--- config.mk ---
export PLATFORM = sky130hd
export DESIGN_NAME = spi_sampled_slave
export DESIGN_NICKNAME = d
export VERILOG_FILES = /design/src/rtl/spi_slave_pkg.sv /design/src/rtl/spi_sync.sv /design/src/rtl/spi_edge_det.sv /design/src/rtl/spi_shift_core.sv /design/src/rtl/spi_rx_buffer.sv /design/src/rtl/spi_sampled_slave.sv
export SDC_FILE = /design/constraint.sdc
export NUM_CORES = 1
export LEC_CHECK = 0
export BUFFER_PORTS_ARGS = -buffer_cell sky130_fd_sc_hd__buf_2
export CORE_ASPECT_RATIO = 1.5
export CORE_MARGIN = 1.5
export CORE_UTILIZATION = 58
export CTS_CLUSTER_DIAMETER = 50
export DETAILED_ROUTE_END_ITERATION = 8
export PLACE_DENSITY_LB_ADDON = 0.1
export SYNTH_ARGS = -nofsm -noshare
export SYNTH_HDL_FRONTEND = slang
export SYNTH_SLANG_ARGS = --single-unit
--- constraint.sdc ---
create_clock -name clk -period 5.35 [get_ports clk]
set_clock_uncertainty 0.05 [all_clocks]
set_input_delay 0 -clock clk [delete_from_list [all_inputs] [get_ports clk]]
set_output_delay 0 -clock clk [all_outputs]
set_load 0.005 [all_outputs]
--- src/rtl/spi_slave_pkg.sv ---
// Package: shared types and constants for the oversampled SPI slave.
package spi_slave_pkg;

    // Default transfer width in bits.
    localparam int unsigned SPI_WORD_W = 8;

    // Edge pulses derived from the synchronised serial clock.
    typedef struct packed {
        logic rise;
        logic fall;
    } sck_edge_t;

endpackage

--- src/rtl/spi_sync.sv ---
// Module: spi_sync
// Brings W asynchronous inputs into the clk domain through STAGES flops each.
// Assumes: inputs are level signals held longer than STAGES clock cycles.
module spi_sync #(
    parameter int unsigned W       = 1,
    parameter int unsigned STAGES  = 2,
    parameter logic [W-1:0] RST_VAL = '0
) (
    input  logic         clk,
    input  logic         rst_n,
    input  logic [W-1:0] async_i,
    output logic [W-1:0] sync_o
);
    logic [W-1:0] stage_q [STAGES];

    generate
        for (genvar s = 0; s < STAGES; s++) begin : g_stage
            if (s == 0) begin : g_first
                // Capture the raw pins into the first stage.
                always_ff @(posedge clk) begin
                    if (!rst_n) stage_q[0] <= RST_VAL;
                    else        stage_q[0] <= async_i;
                end
            end else begin : g_next
                // Pass the sample down the chain.
                always_ff @(posedge clk) begin
                    if (!rst_n) stage_q[s] <= RST_VAL;
                    else        stage_q[s] <= stage_q[s-1];
                end
            end
        end
    endgenerate

    assign sync_o = stage_q[STAGES-1];
endmodule

--- src/rtl/spi_edge_det.sv ---
// Module: spi_edge_det
// Finds rising and falling transitions of the synchronised serial clock by
// comparing it with its value one clock earlier.
// Assumes: the input is already synchronised; each phase lasts 2+ cycles.
module spi_edge_det
    import spi_slave_pkg::*;
(
    input  logic      clk,
    input  logic      rst_n,
    input  logic      sck_s,
    output sck_edge_t edge_o
);
    logic sck_prev_q;

    // Remember the previous synchronised sample.
    always_ff @(posedge clk) begin
        if (!rst_n) sck_prev_q <= 1'b0;
        else        sck_prev_q <= sck_s;
    end

    // Decode transitions.
    always_comb begin
        edge_o.rise = sck_s & ~sck_prev_q;
        edge_o.fall = ~sck_s & sck_prev_q;
    end
endmodule

--- src/rtl/spi_shift_core.sv ---
// Module: spi_shift_core
// Mode-0 shift engine: captures data in on rising edges, advances data out on
// falling edges, counts bits and flags each completed word. The transmit word
// is single-buffered: a load is refused while a word is partly shifted.
// Assumes: synchronised select and data; select high means idle.
module spi_shift_core
    import spi_slave_pkg::*;
#(
    parameter int unsigned DATA_W = SPI_WORD_W,
    localparam int unsigned CNT_W = (DATA_W > 2) ? $clog2(DATA_W) : 1
) (
    input  logic              clk,
    input  logic              rst_n,
    input  logic              ss_s,
    input  logic              mosi_s,
    input  sck_edge_t         edge_i,
    input  logic [DATA_W-1:0] tx_data_i,
    input  logic              tx_load_i,
    output logic              miso_o,
    output logic [DATA_W-1:0] tx_hold_o,
    output logic [CNT_W-1:0]  bit_cnt_o,
    output logic              word_done_o,
    output logic [DATA_W-1:0] rx_word_o
);
    localparam logic [CNT_W-1:0] LAST_BIT = CNT_W'(DATA_W - 1);

    logic [DATA_W-1:0] tx_hold_q, tx_shift_q, rx_shift_q, hold_next;
    logic [CNT_W-1:0]  cnt_q;
    logic              mid_word, load_ok, at_last, at_bound;

    // Decide whether a host load may be taken this cycle.
    always_comb begin
        mid_word  = ~ss_s && (cnt_q != '0);
        load_ok   = tx_load_i && ~mid_word;
        hold_next = load_ok ? tx_data_i : tx_hold_q;
        at_last   = (cnt_q == LAST_BIT);
        at_bound  = (cnt_q == '0);
    end

    // Transmit holding register.
    always_ff @(posedge clk) begin
        if (!rst_n) tx_hold_q <= '0;
        else        tx_hold_q <= hold_next;
    end

    // Transmit shifter: reloads when idle or at a boundary, shifts on falls.
    always_ff @(posedge clk) begin
        if (!rst_n)
            tx_shift_q <= '0;
        else if (ss_s || (at_bound && (edge_i.fall || load_ok)))
            tx_shift_q <= hold_next;
        else if (edge_i.fall)
            tx_shift_q <= {tx_shift_q[DATA_W-2:0], 1'b0};
    end

    // Bit position within the word; cleared whenever select is high.
    always_ff @(posedge clk) begin
        if (!rst_n || ss_s)
            cnt_q <= '0;
        else if (edge_i.rise)
            cnt_q <= at_last ? '0 : cnt_q + 1'b1;
    end

    // Receive shifter.
    always_ff @(posedge clk) begin
        if (!rst_n)           rx_shift_q <= '0;
        else if (edge_i.rise) rx_shift_q <= {rx_shift_q[DATA_W-2:0], mosi_s};
    end

    // Word completion and outputs.
    always_comb begin
        word_done_o = ~ss_s && edge_i.rise && at_last;
        rx_word_o   = {rx_shift_q[DATA_W-2:0], mosi_s};
        miso_o      = tx_shift_q[DATA_W-1];
        tx_hold_o   = tx_hold_q;
        bit_cnt_o   = cnt_q;
    end
endmodule

--- src/rtl/spi_rx_buffer.sv ---
// Module: spi_rx_buffer
// Holds the last received word, the done flag and the sticky overrun flag.
// Assumes: word_done_i is a one-cycle pulse; rx_read_i is a one-cycle pulse.
module spi_rx_buffer #(
    parameter int unsigned DATA_W = 8
) (
    input  logic              clk,
    input  logic              rst_n,
    input  logic              word_done_i,
    input  logic [DATA_W-1:0] rx_word_i,
    input  logic              rx_read_i,
    output logic [DATA_W-1:0] rx_data_o,
    output logic              done_o,
    output logic              overrun_o
);
    logic [DATA_W-1:0] data_q;
    logic              done_q, ovr_q;

    // Capture words and manage the flags.
    always_ff @(posedge clk) begin
        if (!rst_n) begin
            data_q <= '0;
            done_q <= 1'b0;
            ovr_q  <= 1'b0;
        end else if (word_done_i) begin
            data_q <= rx_word_i;
            done_q <= 1'b1;
            if (done_q && !rx_read_i) ovr_q <= 1'b1;
            else if (rx_read_i)       ovr_q <= 1'b0;
        end else if (rx_read_i) begin
            done_q <= 1'b0;
            ovr_q  <= 1'b0;
        end
    end

    assign rx_data_o = data_q;
    assign done_o    = done_q;
    assign overrun_o = ovr_q;
endmodule

--- src/rtl/spi_sampled_slave.sv ---
// Module: spi_sampled_slave (top)
// SPI mode-0 slave clocked by the system clock: synchronises the pins, detects
// serial clock edges, shifts words both ways and buffers received words.
// Assumes: serial clock phases each last more than 2 system clock cycles.
module spi_sampled_slave
    import spi_slave_pkg::*;
#(
    parameter int unsigned DATA_W      = SPI_WORD_W,
    parameter int unsigned SYNC_STAGES = 2,
    localparam int unsigned CNT_W = (DATA_W > 2) ? $clog2(DATA_W) : 1
) (
    input  logic              clk,
    input  logic              rst_n,
    input  logic              sck_i,
    input  logic              ss_n_i,
    input  logic              mosi_i,
    output logic              miso_o,
    output logic              miso_oe_o,
    input  logic [DATA_W-1:0] tx_data_i,
    input  logic              tx_load_i,
    input  logic              rx_read_i,
    input  logic              irq_en_i,
    output logic [DATA_W-1:0] rx_data_o,
    output logic              done_o,
    output logic              overrun_o,
    output logic              irq_o
);
    logic [2:0]        pins_sync;
    logic              sck_sync, ss_sync, mosi_sync;
    sck_edge_t         sck_edge;
    logic [DATA_W-1:0] tx_hold, rx_word;
    logic [CNT_W-1:0]  bit_cnt;
    logic              word_done;

    // Pin order in the bundle: {select, serial clock, data in}.
    spi_sync #(.W(3), .STAGES(SYNC_STAGES), .RST_VAL(3'b100)) u_sync (
        .clk(clk), .rst_n(rst_n),
        .async_i({ss_n_i, sck_i, mosi_i}),
        .sync_o(pins_sync)
    );

    assign {ss_sync, sck_sync, mosi_sync} = pins_sync;

    spi_edge_det u_edge (
        .clk(clk), .rst_n(rst_n), .sck_s(sck_sync), .edge_o(sck_edge)
    );

    spi_shift_core #(.DATA_W(DATA_W)) u_core (
        .clk(clk), .rst_n(rst_n),
        .ss_s(ss_sync), .mosi_s(mosi_sync), .edge_i(sck_edge),
        .tx_data_i(tx_data_i), .tx_load_i(tx_load_i),
        .miso_o(miso_o), .tx_hold_o(tx_hold), .bit_cnt_o(bit_cnt),
        .word_done_o(word_done), .rx_word_o(rx_word)
    );

    spi_rx_buffer #(.DATA_W(DATA_W)) u_rxbuf (
        .clk(clk), .rst_n(rst_n),
        .word_done_i(word_done), .rx_word_i(rx_word), .rx_read_i(rx_read_i),
        .rx_data_o(rx_data_o), .done_o(done_o), .overrun_o(overrun_o)
    );

    // Drive the pad only while selected; gate the interrupt.
    always_comb begin
        miso_oe_o = ~ss_sync;
        irq_o     = done_o & irq_en_i;
    end
endmodule

==> reports/metrics.csv, run 1 <==
metric,value,unit
critPathMaxFanout,8,
cts_tree,built,
first_pass_iters,4,
syn2layout_area_growth,23.70,%
ant_nets,0,
gp_routability_congestion,0.7369,
grt_pass1_vias,1301,
nets,240,
layout-drive-gt1-share,0.2117,
initial_utilization,0.6207,
cp_top_family,compound AO/OA/AOI/OAI gates,
syn-cell-area,1679,µm²
synthAdderAreaFrac,0.02235,
path_clk_slew,80,ps
peakVddDrop,0.0002522,V
p_leak,0.8412,nW
synthMuxAreaShare,0.1177,
synthDistinctLibCells,29,
yosysWarnings,0,
power.density,308.8,nW/µm²
required,5490,ps
port_buffers,28,
clockBufferDepth,2,
clk_latency,300,ps
cts_buffers,5,
slew_headroom,0.5425,
syn_inst,181,
pre_cts_slack,3503,ps
core_area,2705,µm²
vias,1359,
slowest_stage,dfxtp_1,
die_x,46.93,µm
synth_nets,200,
synth-compound-area-share,0.1259,
antenna_found_initial,0,
status,"complete, no violations",
power,0.0006414,W
grt_pass1_wl,5513,µm
synth-simple-area-share,0.1885,
fin_setup_tns,0,ps
synth_seq_area_share,0.5127,
start_kind,register,
pin_count,29,
slew_viol_final,0,
synthXorXnorAreaFrac,0,
finalSetupViolCount,0,
num_rows,23,
crit_type,register to register,
fmax,0.5286,GHz
timing.final.hold_violations,0,
hold_class,input pin to register,
path_buf_inv,1,
root_buffer,clkbuf_8,
wirelength,3429,µm
die_h,68.90,µm
final_common_cell,dfxtp_1,
rsz0062_at_grt,no,
overflow,0,
first_iter_violations,27,
grtUsageTotal,0.2469,
vias_per_cell,5.247,
cp_cell_sequence,"inv_1, ha_1, nor2b_2, o21ai_4, mux2_2, o21a_1",
worst_pin_slew,682.0,ps
layout_common_cells,"43 x dfxtp_1, 42 x nand2_1, 28 x buf_2",
end_kind,register,
crit_arrival,2030,ps
die_area,3233,µm²
final_core_util,0.7678,
place_area,1829,µm²
htreeDepth,2,
grt_max_degree,27,
critPathMaxStageDelay,400,ps
final_area,2077,µm²
avgSynthCellArea,9.277,µm²
fin_ws,3458,ps
place_hpwl,2368,µm
drv_cap,0,
synth_top_family_by_area,simple AND/OR/NAND/NOR gates,
wl_per_cell,13.24,µm
post-route-period-util,0.3536,
drc,0,
synth_seq_cells,43,
n_antenna_cell,0,
cts_num_sinks,43,
layout_min_cycle_time,1892,ps
regToRegSetupSlack,3460,ps
[sequential cells by signal (all words and copies together) (netlist names), 3 cells and up]
name,count
u_core.tx_hold_o,8
u_core.rx_shift_q,7
u_sync.stage_q,6
u_core.tx_shift_q,8
u_rxbuf.rx_data_o,8
u_core.bit_cnt_o,3
[layer usage]
layer	vias to the layer above	share of wire	wire length, µm	global-route usage
met4	0	0.027	94	0.1458
met1	640	0.39	1328	0.2459
met5	-	0	0	0
met3	9	0.027	91	0.06510
li1	684	-	-	-
met2	26	0.56	1915	0.4384
[report_power, final]
part	switching (W)	total, W	internal [W]
clock	0.000108	0.000259	0.000151
sequential	0.00000537	0.000335	0.000330
combinational	0.0000227	0.0000474	0.0000247
total	0.000136	0.000641	0.000506
[worst reg2reg max path, cell delays in order (launching register included)]
cell     delay (ps)
dfxtp_1         400
inv_1            60
ha_1            180
nor2b_2         190
o21ai_4         330
mux2_2          400
o21a_1          170
[area by class of cell]
type / count / area, µm²
clock buffer: 6 / 82.58
clock inverter: 2 / 35.03
fill: 209 / 628.1
inverter: 5 / 18.77
multi-input combinational: 125 / 763.2
sequential: 43 / 860.8
tap: 37 / 46.29
timing repair buffer: 41 / 270.3
[final timing paths]
path | start | to | cells past startpoint
setup / recovery | u_core.bit_cnt_o[0]$_SDFFE_PP0N_ | u_core.tx_shift_q[2]$_SDFFE_PN0P_ | 6
hold / removal | tx_data_i[2] | u_core.tx_shift_q[2]$_SDFFE_PN0P_ | 3
setup reg to reg | u_core.bit_cnt_o[0]$_SDFFE_PP0N_ | u_core.tx_shift_q[2]$_SDFFE_PN0P_ | 6
hold reg to reg | u_sync.stage_q[0][2]$_SDFF_PN1_ | u_sync.stage_q[1][2]$_SDFF_PN1_ | 1
[Yosys cell counts]
master	count	area share
dfxtp_1	43	0.51
nand2_1	42	0.094
a21oi_1	21	0.063
mux2i_1	13	0.077
nor2_1	8	0.018
and2_1	7	0.026
mux2_2	6	0.040
clkbuf_1	5	0.011
o22ai_1	5	0.019
inv_1	4	0.0089
nand2b_1	4	0.015
ha_1	3	0.022
buf_2	2	0.0060
nor2b_1	2	0.0075
nor3_1	2	0.0060
a211o_2	1	0.0060
a211oi_1	1	0.0045
and3_1	1	0.0037
buf_4	1	0.0045
clkinv_1	1	0.0022
nand3_1	1	0.0030
nor2b_2	1	0.0052
nor4b_1	1	0.0052
o21a_1	1	0.0045
o21ai_0	1	0.0030
o21ai_4	1	0.0097
o22ai_4	1	0.012
o32ai_1	1	0.0052
or2_4	1	0.0052
[logic make-up (layout without fill, tap and decap cells)]
group | count (synthesis) | in the layout
buffers and inverters | 13 | 54
and+or+nand+nor | 70 | 70
adders and majority gates | 3 | 3
DFF | 43 | 43
AOI/OAI and AO/OA | 33 | 33
muxes | 19 | 19
[what timing repair did]
action                                 in CTS  in global routing
gates resized for setup                     0                  0
endpoints found under the hold margin      13                  0
buffers inserted                            0                  0
hold buffers                               13                  0
[stage by stage]
step / hold slack, ps / instances
after floorplan: 29.31 / 181
after global placement: 126.6 / 238
after detailed placement: 128.8 / 238
after CTS: 1.410 / 259
after global routing: 32.30 / 259
final: 17.09 / 259
Note: power is estimated with default switching activity, not from simulation.
==> inputs of run 2 (changes only) <==
--- a/config.mk
+++ b/config.mk
@@ -8,7 +8,7 @@
 export BUFFER_PORTS_ARGS = -buffer_cell sky130_fd_sc_hd__buf_2
 export CORE_ASPECT_RATIO = 1.5
 export CORE_MARGIN = 1.5
-export CORE_UTILIZATION = 58
+export CORE_UTILIZATION = 49
 export CTS_CLUSTER_DIAMETER = 50
 export DETAILED_ROUTE_END_ITERATION = 8
 export PLACE_DENSITY_LB_ADDON = 0.1
==> constraint.sdc (replaced) <==
create_clock -name clk -period 1.5 [get_ports clk]
set_clock_uncertainty 0.05 [all_clocks]
set_input_delay 0 -clock clk [delete_from_list [all_inputs] [get_ports clk]]
set_output_delay 0 -clock clk [all_outputs]
set_load 0.005 [all_outputs]
==> run 2 against run 1 <==
Compared with the run above:
- the flow now finishes with violations (negative setup slack)
- cell count is 6.2% higher
- global-route usage is 4.7 points lower
- via count is 1.9% higher
- register-to-register slack worse by 3500 ps
- die area is 17% higher
- cell area is 5.9% higher
- highest routed layer unchanged
==> reports/metrics.csv, run 2 (synthesis results as in run 1) <==
metric,value,unit,change
reg2reg_depth,6,,unchanged
failed_checks,negative setup slack,,
grtUsageTotal,0.1994,,-0.04746
crit_arrival,1650,ps,-380 ps
grt_max_degree,22,,-19%
htreeDepth,2,,unchanged
cts_tree,built,,
vias,1385,,+1.9%
num_rows,25,,+8.7%
rsz0062_at_grt,yes,,
port_buffers,28,,unchanged
fin_ws,-10.86,ps,-3469 ps
ant_nets,0,,unchanged
cts_buffers,5,,unchanged
power.density,964.0,nW/µm²,+210%
die_x,50.80,µm,+8.2%
crit_type,register to register,,
worst_pin_slew,396.1,ps,-286.0 ps
clk_latency,290,ps,about the same
hold_class,input pin to register,,
final_common_cell,nand2_1,,
clockBufferDepth,2,,unchanged
fmax,0.6619,GHz,+25%
pin_count,29,,unchanged
post-route-period-util,1.007,,+0.6536
initial_utilization,0.5212,,-0.09956
layout_min_cycle_time,1511,ps,-381.1 ps
wl_met1,1344,µm,+1.2%
gp_routability_congestion,0.7704,,+4.5%
core_area,3222,µm²,+19%
die_area,3794,µm²,+17%
fin_setup_tns,-17.84,ps,-17.84 ps
drc,0,,unchanged
layout-drive-gt1-share,0.2979,,+0.08616
antenna_found_initial,0,,unchanged
layout_common_cells,"42 x nand2_1, 41 x dfxtp_1, 28 x buf_2",,
place_area,1939,µm²,+6.0%
top_layer_used,met4,,
start_kind,register,,
overflow,0,,unchanged
critPathMaxFanout,4,,-4
drv_cap,0,,unchanged
first_iter_violations,26,,-3.7%
slew_viol_final,0,,unchanged
p_leak,0.9108,nW,+8.3%
holdWs,153.2,ps,+136.1 ps
peakVddDrop,0.0008260,V,+230%
wirelength,3431,µm,about the same
met2_length,1937,µm,+1.1%
first_pass_iters,4,,unchanged
nets,254,,+5.8%
place_hpwl,2425,µm,+2.4%
die_h,74.70,µm,+8.4%
final_core_util,0.6827,,-0.08509
slew_headroom,0.7360,,+0.1935
finalSetupViolCount,4,,+4
end_kind,register,,
path_clk_slew,70,ps,about the same
n_antenna_cell,0,,unchanged
wl_met3,100,µm,+9.9%
grt_pass1_vias,1326,,+1.9%
whs_path_depth,5,,+2
grt_pass1_wl,5520,µm,+0.13%
vias_per_cell,5.036,,-4.0%
cts_num_sinks,43,,unchanged
final_area,2200,µm²,+5.9%
syn2layout_area_growth,31.00,%,
timing.final.hold_violations,0,,unchanged
pre_cts_slack,-39.79,ps,-3543 ps
wl_per_cell,12.48,µm,-5.8%
required,1640,ps,-3850 ps
root_buffer,clkbuf_8,,
status,"complete, but fails checks",,
run 2: final timing paths:
path / start / endpoint / slack (ps)
max reg2reg: u_core.bit_cnt_o[0]$_SDFFE_PP0N_ / u_core.tx_shift_q[2]$_SDFFE_PN0P_ / -10
min: tx_load_i / u_core.tx_shift_q[1]$_SDFFE_PN0P_ / 150
min reg2reg: u_sync.stage_q[0][2]$_SDFF_PN1_ / u_sync.stage_q[1][2]$_SDFF_PN1_ / 360
max: u_core.bit_cnt_o[0]$_SDFFE_PP0N_ / u_core.tx_shift_q[2]$_SDFFE_PN0P_ / -10
run 2: area by class of cell:
| cell class | count | area (µm²) |
|---|---|---|
| inverter | 5 | 18.77 |
| timing repair buffer | 55 | 375.4 |
| clock inverter | 1 | 5.005 |
| tap | 40 | 50.05 |
| sequential | 43 | 863.3 |
| multi-input combinational | 125 | 804.5 |
| clock buffer | 6 | 82.58 |
| fill | 265 | 1022 |
run 2: worst max-delay path, cell delays in order (launching register included):
cell and delay, ps:
dfxtp_2 350, inv_2 50, ha_4 140, nor2b_4 140
o21ai_4 180, mux2_4 320, o21a_1 170
run 2: through the flow:
step,std cells,power [W]
after global routing,275,0.002206
after detailed placement,252,0.001382
after CTS,274,0.002134
final,275,0.002120
after floorplan,181,0.001322
after global placement,252,0.001375
run 2: power breakdown:
| part | leakage, nW | switching [W] | internal, W |
|---|---|---|---|
| registers | 0.352 | 0.0000177 | 0.00118 |
| clock network | 0.0470 | 0.000368 | 0.000361 |
| logic | 0.512 | 0.0000877 | 0.000110 |
run 2: routing by layer:
metal	GRT usage	vias to the layer above
li1	-	709
met1	0.1888	650
met2	0.3889	22
met3	0.05952	4
met4	0.09009	0
met5	0	-
run 2: timing repair:
action                                  CTS  global route
resized for setup                         1             5
hold endpoints to repair                 13             0
setup buffers                             2             1
pin swaps                                 1             3
cloned                                    0             0
endpoints found under the setup margin    9            26
hold buffers                             13             0
